<file path="config.mk">
export PLATFORM = sky130hd
export DESIGN_NAME = cycle_current_limiter
export DESIGN_NICKNAME = d
export VERILOG_FILES = /design/src/rtl/limiter_pkg.sv /design/src/rtl/lim_blank_timer.sv /design/src/rtl/lim_sat_counter.sv /design/src/rtl/cycle_current_limiter.sv
export SDC_FILE = /design/constraint.sdc
export NUM_CORES = 1
export LEC_CHECK = 0
export BUFFER_PORTS_ARGS = -buffer_cell sky130_fd_sc_hd__buf_2
export CAP_MARGIN = 40
export CORE_AREA = 2 2 50 52
export CTS_BUF_LIST = sky130_fd_sc_hd__clkbuf_4
export DETAILED_ROUTE_END_ITERATION = 7
export DIE_AREA = 0 0 52 54
export HOLD_SLACK_MARGIN = 0.05
export PLACE_DENSITY_LB_ADDON = 0.3
export REMOVE_ABC_BUFFERS = 1
export SLEW_MARGIN = 0
export SYNTH_ARGS = -nofsm -noshare
export SYNTH_HDL_FRONTEND = slang
export SYNTH_SLANG_ARGS = --single-unit
</file>
<file path="constraint.sdc">
create_clock -name clk -period 3 [get_ports clk]
set_input_delay 0 -clock clk [delete_from_list [all_inputs] [get_ports clk]]
set_output_delay 0 -clock clk [all_outputs]
set_load 0.01 [all_outputs]
</file>
<file path="src/rtl/limiter_pkg.sv">
package limiter_pkg;

    // Registered control state of the current limiter.
    typedef struct packed {
        logic hs;     // high-side command
        logic ls;     // low-side command
        logic lock;   // peak fault: high-side off until next period
        logic hold;   // valley fault: high-side off while current high
        logic ov;     // over-voltage latched with hysteresis
        logic pg;     // power-good
        logic skip;   // skipped-period pulse
        logic ptrip;  // peak fault pulse
        logic vtrip;  // valley fault pulse
    } lim_state_t;

endpackage

</file>
<file path="src/rtl/lim_blank_timer.sv">
module lim_blank_timer #(
    parameter int LEN = 10
) (
    input  logic clk,
    input  logic rst_n,
    input  logic gate_i,
    output logic open_o
);
    localparam int CW = (LEN < 1) ? 1 : $clog2(LEN + 1);
    localparam logic [CW-1:0] LAST = CW'(LEN);

    logic [CW-1:0] cnt_d, cnt_q;

    always_comb begin
        if (!gate_i)
            cnt_d = '0;
        else if (cnt_q == LAST)
            cnt_d = cnt_q;
        else
            cnt_d = CW'(cnt_q + 1'b1);
    end

    always_ff @(posedge clk or negedge rst_n) begin
        if (!rst_n) cnt_q <= '0;
        else        cnt_q <= cnt_d;
    end

    // Comparator is trusted once the switch has been on for LEN clocks.
    assign open_o = gate_i && (cnt_q == LAST);
endmodule

</file>
<file path="src/rtl/lim_sat_counter.sv">
module lim_sat_counter #(
    parameter int W = 8
) (
    input  logic         clk,
    input  logic         rst_n,
    input  logic         inc_i,
    output logic [W-1:0] count_o
);
    logic [W-1:0] cnt_d, cnt_q;

    always_comb begin
        cnt_d = cnt_q;
        if (inc_i && !(&cnt_q))
            cnt_d = W'(cnt_q + 1'b1);
    end

    always_ff @(posedge clk or negedge rst_n) begin
        if (!rst_n) cnt_q <= '0;
        else        cnt_q <= cnt_d;
    end

    assign count_o = cnt_q;
endmodule

</file>
<file path="src/rtl/cycle_current_limiter.sv">
module cycle_current_limiter
    import limiter_pkg::*;
#(
    parameter int PEAK_BLANK   = 10,
    parameter int VALLEY_BLANK = 40,
    parameter int CNT_W        = 8
) (
    input  logic             clk,
    input  logic             rst_n,
    input  logic             pwm_req_i,
    input  logic             cyc_start_i,
    input  logic             peak_cmp_i,
    input  logic             valley_cmp_i,
    input  logic             ov_set_i,
    input  logic             ov_hold_i,
    input  logic             fb_over_min_i,
    input  logic             fb_under_max_i,
    output logic             hs_on_o,
    output logic             ls_on_o,
    output logic             skip_o,
    output logic             peak_trip_o,
    output logic             valley_trip_o,
    output logic             ov_o,
    output logic             pgood_o,
    output logic [CNT_W-1:0] trip_cnt_o
);
    lim_state_t st_d, st_q;

    logic peak_open, valley_open;
    logic peak_ev, valley_ev;

    // Each sensing path is blanked after its own switch turns on.
    lim_blank_timer #(.LEN(PEAK_BLANK)) u_peak_blank (
        .clk    (clk),
        .rst_n  (rst_n),
        .gate_i (st_q.hs),
        .open_o (peak_open)
    );

    lim_blank_timer #(.LEN(VALLEY_BLANK)) u_valley_blank (
        .clk    (clk),
        .rst_n  (rst_n),
        .gate_i (st_q.ls),
        .open_o (valley_open)
    );

    always_comb begin
        st_d = st_q;

        // Over-voltage: set at the upper level, release under the lower one.
        st_d.ov = st_q.ov ? ov_hold_i : ov_set_i;

        peak_ev   = st_q.hs && peak_open && peak_cmp_i;
        valley_ev = !st_q.hold && st_q.ls && valley_open && valley_cmp_i;

        // Peak fault ends the current pulse; a fault wins over a new period.
        if (peak_ev)
            st_d.lock = 1'b1;
        else if (cyc_start_i)
            st_d.lock = 1'b0;

        // Valley hold lasts while the low-side current stays above the limit.
        st_d.hold = st_q.hold ? valley_cmp_i : valley_ev;

        st_d.hs = pwm_req_i && !st_d.lock && !st_d.hold && !st_d.ov;
        st_d.ls = !st_d.hs;

        st_d.skip  = cyc_start_i && pwm_req_i && st_d.hold;
        st_d.ptrip = peak_ev;
        st_d.vtrip = valley_ev;
        st_d.pg    = fb_over_min_i && fb_under_max_i;
    end

    always_ff @(posedge clk or negedge rst_n) begin
        if (!rst_n) st_q <= '0;
        else        st_q <= st_d;
    end

    lim_sat_counter #(.W(CNT_W)) u_trip_cnt (
        .clk     (clk),
        .rst_n   (rst_n),
        .inc_i   (peak_ev || valley_ev),
        .count_o (trip_cnt_o)
    );

    assign hs_on_o       = st_q.hs;
    assign ls_on_o       = st_q.ls;
    assign skip_o        = st_q.skip;
    assign peak_trip_o   = st_q.ptrip;
    assign valley_trip_o = st_q.vtrip;
    assign ov_o          = st_q.ov;
    assign pgood_o       = st_q.pg;
endmodule

</file>
==> impl_results.md, run 1 <==
* Outcome: finished, final reports clean
* Reg-to-Reg End: skip_o
* Grt ovf at 0
* Later-pin clock latency in the skew report at 0.31 ns
* Clk pin slew, worst setup/hold paths at 0.14 ns
* Die span in y at 54 µm
* First-pass GRT wire length at 3910 µm
* Worst hold path class: in -> reg
* Critical path fanouts, max at 4
* Static Leakage at 0.783 nW
* CP peak stage delay at 0.56 ns
* Initial antenna violation count at 0
* Fin util at 0.670
* Sum of negative setup slack at 0 ns
* Syn Area/Cell at 11.5 µm²
* Met1 track demand over resource at 0.255
* Post-cts resize count at 0
* Max-cap violation count at 0
* Fin crit share at 0.676
* Initial Util at 0.548
* Share of layout cells above drive strength 1 at 0.264
* Crit Path Class: reg -> reg
* Gr usage total at 0.190
* Clock Tree Buf Depth at 2
* Routed vias at 915
* Crit path launch: u_valley_blank.cnt_q[0]
* Largest net degree at the start of global routing at 28
* DP HPWL at 1640 µm
* Number of global-route vias before repair at 864
* Final-layout fill cell count at 202
* Most used DFF post-synth: dfrtp_1
* Worst Setup EP: skip_o
* Root Driver: clkbuf_4
* Max_slew headroom at 0.617
* CTS buffer count at 3
* DRT iter0 DRCs at 3
* Max-slew violation count at 0
* Post-Syn Instances at 111
* Via-to-Cell Ratio at 5.14
* Ys async rst share at 1.00
* Mapped cell area at 1270 µm²
* R2R Path Start: u_valley_blank.cnt_q[0]
* Hold Vio Cnt, Final at 0
* Global route hottest layer: met2
* CTS H-Tree Depth at 1
* Antenna viol nets, final at 0
* Worst EP required at 3.26 ns
* Placed Instance Area at 1430 µm²
* Final Power at 702 µW
* Routed length per instance at 12.7 µm
* Post-route cell area at 1560 µm²
* RSZ-0062 raised after global routing: no
* Worst-margin pin slew at 0.575 ns
* Sequential area share after synthesis at 0.531
* WL final at 2260 µm
* R2R setup slack at 0.97 ns
* GPL Wtd Cong at 0.698
* Critical Path Start Type: flop
* Syn. warnings at 0
* NumNets Final at 164
* EDFF count, synth at 0
* Die W at 52 µm
* Cell variety after synth at 33
* Crit-path cells: inv_1 > ha_1 > and2_1 > a41oi_1 > nor2b_1 > and3_1 > dlygate4sd3_1
* Setup violators final at 0
* Residual DRC count at 0
* Pwr Density at 451 nW/µm²
* Synth Register Bits at 27
* Die area at 2810 µm²
* Met3 Use GR at 0.0444
* Fmax at 493 MHz
* DR pass1 iterations at 4
* Core ar. at 2320 µm²
* CP max stage cell: dlygate4sd3_1
* Worst Skew at 0.00486 ns
* Crit path DAT at 2.29 ns
* Top Ports at 25
* Worst VDD drop at 350 µV
* Core Rows at 18
* Final min period at 2.03 ns
* Sink Count at 27
* CTS tree: built
* Setup crit end kind: flop
* Routing usage on met2 at 0.310
* N_diodes at 0
* Area Overhead vs Synth at 22.3%
* Worst R2R Path Depth at 7
* PortBufs at 24
sequential cells by signal (all words and copies together), names as in the netlist:
name                  flops
u_trip_cnt.count_o        8
u_valley_blank.cnt_q      6
u_peak_blank.cnt_q        4
st_q                      2
hs_on_o                   1
ls_on_o                   1
ov_o                      1
peak_trip_o               1
pgood_o                   1
skip_o                    1
valley_trip_o             1
layout by cell type (no fill, tap or decap), types with 2 or more instances in the layout:
cell type      synthesis  routed
a211oi_1               4       4
and2_1                 8       8
a21oi_1                2       2
ha_1                   5       5
nand4_1                2       2
inv_1                 10      10
nor2b_1                4       4
xnor2_1                7       7
o22a_1                 2       2
a21boi_0               2       2
nand2_1                5       5
dfrtp_1               27      27
nor3_1                 2       2
buf_2                  0      24
clkbuf_4               0       4
o21ai_0                2       2
mux2_2                 4       4
dlygate4sd3_1          0      10
xor2_1                 2       2
nand3_1                7       7
power by group:
group          internal (mW)  leakage, nW  switching [mW]
Combinational         0.0625        0.401          0.0464
Clock                 0.0610       0.0184           0.101
Sequential             0.392        0.363          0.0388
Total                  0.516        0.783           0.186
kinds of logic after synthesis:
kind of cell	Yosys count	share of synthesized area
compound gates	15	0.0906
fa+ha+maj	5	0.0492
buf+inv	11	0.0325
flops	27	0.531
simple gates	39	0.191
mux	5	0.0433
xor+xnor	9	0.0620
cell usage after synthesis (2+ instances only):
cell type | n | area (µm²)
dfrtp_1 | 27 | 676
inv_1 | 10 | 37.5
and2_1 | 8 | 50.1
nand3_1 | 7 | 35.0
xnor2_1 | 7 | 61.3
ha_1 | 5 | 62.6
nand2_1 | 5 | 18.8
a211oi_1 | 4 | 30.0
mux2_2 | 4 | 45.0
nor2b_1 | 4 | 25.0
a21boi_0 | 2 | 15.0
a21oi_1 | 2 | 10.0
nand4_1 | 2 | 12.5
nor3_1 | 2 | 10.0
o21ai_0 | 2 | 10.0
o22a_1 | 2 | 17.5
xor2_1 | 2 | 17.5
per-stage QoR:
step                      cells  hold WS [ns]  setup WS [ns]
after floorplan             110        -0.296           1.29
after global placement      164        0.0387           1.22
after detailed placement    164        0.0389           1.11
after CTS                   178        0.0519          0.997
after global routing        178        0.0679          0.727
final                       178        0.0650          0.972
worst min path at each step:
stage,startpoint,endpoint,cells past startpoint
after floorplan,rst_n,hs_on_o,0
after global placement,rst_n,u_valley_blank.cnt_q[4],1
after detailed placement,rst_n,u_peak_blank.cnt_q[2],1
after CTS,ov_set_i,hs_on_o,4
after global routing,ov_set_i,hs_on_o,4
final,ov_set_i,hs_on_o,4
metal layers:
| metal | wire [µm] | up-vias |
|---|---|---|
| li1 | - | 457 |
| met1 | 1070 | 438 |
| met2 | 1080 | 18 |
| met3 | 92 | 2 |
| met4 | 12 | 0 |
| met5 | 0 | - |
area by class of cell:
type | instances | area [µm²] | share of cell area
multi-input cells | 73 | 554 | 0.356
well taps | 30 | 37.5 | 0.0241
clock buffers | 4 | 30.0 | 0.0193
inverters | 10 | 37.5 | 0.0241
flip-flops and latches | 27 | 676 | 0.434
repair buffers | 34 | 220 | 0.142
worst max-delay path, delay by kind of cell, from the launching register on:
family	cells	cell delay (ns)
and+or+nand+nor	3	0.62
AOI/OAI and AO/OA	1	0.13
buffers and inverters	2	0.66
DFF	1	0.42
adders and majority gates	1	0.15
what timing repair did:
item / CTS / global route
buffers inserted: 0 / 0
endpoints found under the hold margin: 35 / 0
hold buffers: 10 / 0
No activity file was read; power rests on OpenSTA's default activity.
==> run 2: changes to the inputs <==
Settings changed: CORE_AREA 2 2 50 52 to 2 2 51 53, DIE_AREA 0 0 52 54 to 0 0 53 55.
Clock period 3 ns to 2.1 ns, I/O delays scaled along.
==> impl_results.md, run 2 (synthesis results as in run 1) <==
* WL final at 2310 µm (was 2260 µm)
* CTS buffer count at 3 (unchanged)
* Final Power at 1.00 mW (was 702 µW)
* Final-layout fill cell count at 182 (was 202)
* DRT iter0 DRCs at 14 (was 3)
* First-pass GRT wire length at 4000 µm (was 3910 µm)
* Worst EP required at 2.32 ns (was 3.26 ns)
* Sequential Power Share at 0.613 (was 0.614)
* Sw frac at 0.267 (was 0.265)
* Routed length per instance at 13.0 µm (was 12.7 µm)
* Sum of negative setup slack at 0 ns (unchanged)
* Worst-margin pin slew at 0.603 ns (was 0.575 ns)
* Commonest cells after routing, fill and taps aside: 27 x dfrtp_1, 24 x buf_2, 10 x inv_1 (was 27 x dfrtp_1, 24 x buf_2, 10 x inv_1, 10 x dlygate4sd3_1, 8 x and2_1)
* Commonest non-fill, non-tap cell in the layout: dfrtp_1 (unchanged)
* R2R setup slack at 0.25 ns (was 0.97 ns)
* Number of global-route vias before repair at 917 (was 864)
* CP delay by family, top: flip-flops (was buffers and inverters)
* Clock Tree Buf Depth at 2 (unchanged)
* RSZ-0062 raised after global routing: no (unchanged)
* Core ar. at 2360 µm² (was 2320 µm²)
* Setup violators final at 0 (unchanged)
* Outcome: finished, final reports clean (unchanged)
* Fmax at 542 MHz (was 493 MHz)
* Critical path buffers and inverters at 1 (was 2)
* Hold depth at 4 (unchanged)
* CTS tree: built (unchanged)
* Hold Vio Cnt, Final at 0 (unchanged)
* Max_slew headroom at 0.598 (was 0.617)
* Crit Path Class: reg -> reg (unchanged)
* GPL Wtd Cong at 0.726 (was 0.698)
* Die W at 53 µm (was 52 µm)
* Via-to-Cell Ratio at 5.03 (was 5.14)
* Critical Path Start Type: flop (unchanged)
* Sink Count at 27 (unchanged)
* Antenna viol nets, final at 0 (unchanged)
* Gr usage total at 0.189 (was 0.190)
* Worst R2R Path Depth at 6 (was 7)
* CTS H-Tree Depth at 1 (unchanged)
* Final min period at 1.85 ns (was 2.03 ns)
* Max-slew violation count at 0 (unchanged)
* Residual DRC count at 0 (unchanged)
* Initial Util at 0.538 (was 0.548)
* Core Rows at 18 (unchanged)
* Worst hold path class: in -> reg (unchanged)
* Die span in y at 55 µm (was 54 µm)
* R2R Path Start: u_peak_blank.cnt_q[0] (was u_valley_blank.cnt_q[0])
* Hold WS at 0.0550 ns (was 0.0650 ns)
* Share of layout cells above drive strength 1 at 0.265 (was 0.264)
* Reg-to-Reg End: u_trip_cnt.count_o[7] (was skip_o)
* Crit-path cells: inv_1 > ha_1 > and3b_1 > nand3_2 > a211oi_1 > mux2_2 (was inv_1 > ha_1 > and2_1 > a41oi_1 > nor2b_1 > and3_1 > dlygate4sd3_1)
* Crit path DAT at 2.07 ns (was 2.29 ns)
* Die area at 2920 µm² (was 2810 µm²)
* Worst VDD drop at 448 µV (was 350 µV)
* Critical path fanouts, max at 9 (was 4)
* Initial antenna violation count at 0 (unchanged)
* Top Ports at 25 (unchanged)
* Worst Skew at 0.00439 ns (was 0.00486 ns)
* CP peak stage delay at 0.45 ns (was 0.56 ns)
* Fin crit share at 0.879 (was 0.676)
* NumNets Final at 163 (was 164)
* Post-cts resize count at 0 (unchanged)
* Root Driver: clkbuf_4 (unchanged)
* DR pass1 iterations at 4 (unchanged)
* Later-pin clock latency in the skew report at 0.32 ns (was 0.31 ns)
* Int Pwr at 736 µW (was 516 µW)
* Max reg flops at 8 (unchanged)
* Clock share of power at 0.234 (was 0.230)
* Hold endpoint: hs_on_o (unchanged)
* Largest net degree at the start of global routing at 28 (unchanged)
* Pwr Density at 650 nW/µm² (was 451 nW/µm²)
* DP HPWL at 1590 µm (was 1640 µm)
* Post-CTS Setup Bufs at 0 (unchanged)
* Sw power at 268 µW (was 186 µW)
* CP max stage cell: dfrtp_1 (was dlygate4sd3_1)
* Routed vias at 890 (was 915)
* N_diodes at 0 (unchanged)
* HP Start: ov_set_i (unchanged)
* Clk pin slew, worst setup/hold paths at 0.14 ns (about the same)
* Max-cap violation count at 0 (unchanged)
* Setup crit end kind: flop (unchanged)
* PortBufs at 24 (unchanged)
* Grt ovf at 0 (unchanged)
* Logic pwr share at 0.153 (was 0.155)
* Area Overhead vs Synth at 21.6% (was 22.3%)
* Static Leakage at 0.776 nW (was 0.783 nW)
[run 2: layer usage]
layer | up-vias | share of wire | GRT usage
li1 | 455 | - | -
met1 | 415 | 0.47 | 0.256
met2 | 20 | 0.49 | 0.325
met3 | 0 | 0.040 | 0.0349
met4 | 0 | 0 | 0.0256
met5 | - | 0 | 0
[run 2: power by group through the flow]
stage                     registers (mW)  logic [mW]  clock network (mW)
after global placement             0.622       0.135                   0
after global routing               0.624       0.181               0.264
after CTS                          0.616       0.156               0.244
after floorplan                    0.615      0.0997                   0
final                              0.615       0.153               0.235
after detailed placement           0.624       0.142                   0
[run 2: cell type report]
| class | instances | area, µm² | area share |
|---|---|---|---|
| multi-input cells | 73 | 554 | 0.359 |
| inverters | 10 | 37.5 | 0.0243 |
| repair buffers | 33 | 210 | 0.136 |
| flip-flops and latches | 27 | 676 | 0.437 |
| well taps | 30 | 37.5 | 0.0243 |
| clock buffers | 4 | 30.0 | 0.0194 |
[run 2: worst max-delay path by stage]
stage / slack [ns] / depth (start not counted) / start / end
after global routing: 0.01 / 5 / u_trip_cnt.count_o[0] / u_trip_cnt.count_o[1]
after global placement: 0.30 / 5 / u_trip_cnt.count_o[0] / u_trip_cnt.count_o[1]
final: 0.25 / 6 / u_peak_blank.cnt_q[0] / u_trip_cnt.count_o[7]
after detailed placement: 0.26 / 6 / u_peak_blank.cnt_q[0] / u_trip_cnt.count_o[7]
after CTS: 0.23 / 6 / u_peak_blank.cnt_q[0] / u_trip_cnt.count_o[7]
after floorplan: 0.39 / 6 / u_peak_blank.cnt_q[0] / u_trip_cnt.count_o[6]
[run 2: worst register-to-register path, cell delays in order, from the launching register on]
cell and delay (ns):
dfrtp_1 0.45, inv_1 0.07, ha_1 0.15, and3b_1 0.25
nand3_2 0.20, a211oi_1 0.27, mux2_2 0.36
[run 2: through the flow]
stage | setup WS [ns] | std cells | util | instance area [µm²]
after detailed placement | 0.256 | 164 | 0.603 | 1430
after global placement | 0.303 | 164 | 0.603 | 1430
after global routing | 0.0116 | 177 | 0.653 | 1550
after CTS | 0.234 | 177 | 0.653 | 1550
final | 0.255 | 177 | 0.653 | 1550
after floorplan | 0.393 | 110 | - | 1270
[run 2: repair_timing]
item                                    CTS  global route
endpoints found under the hold margin    35             0
hold buffers                              9             0
endpoints found under the setup margin    0             0
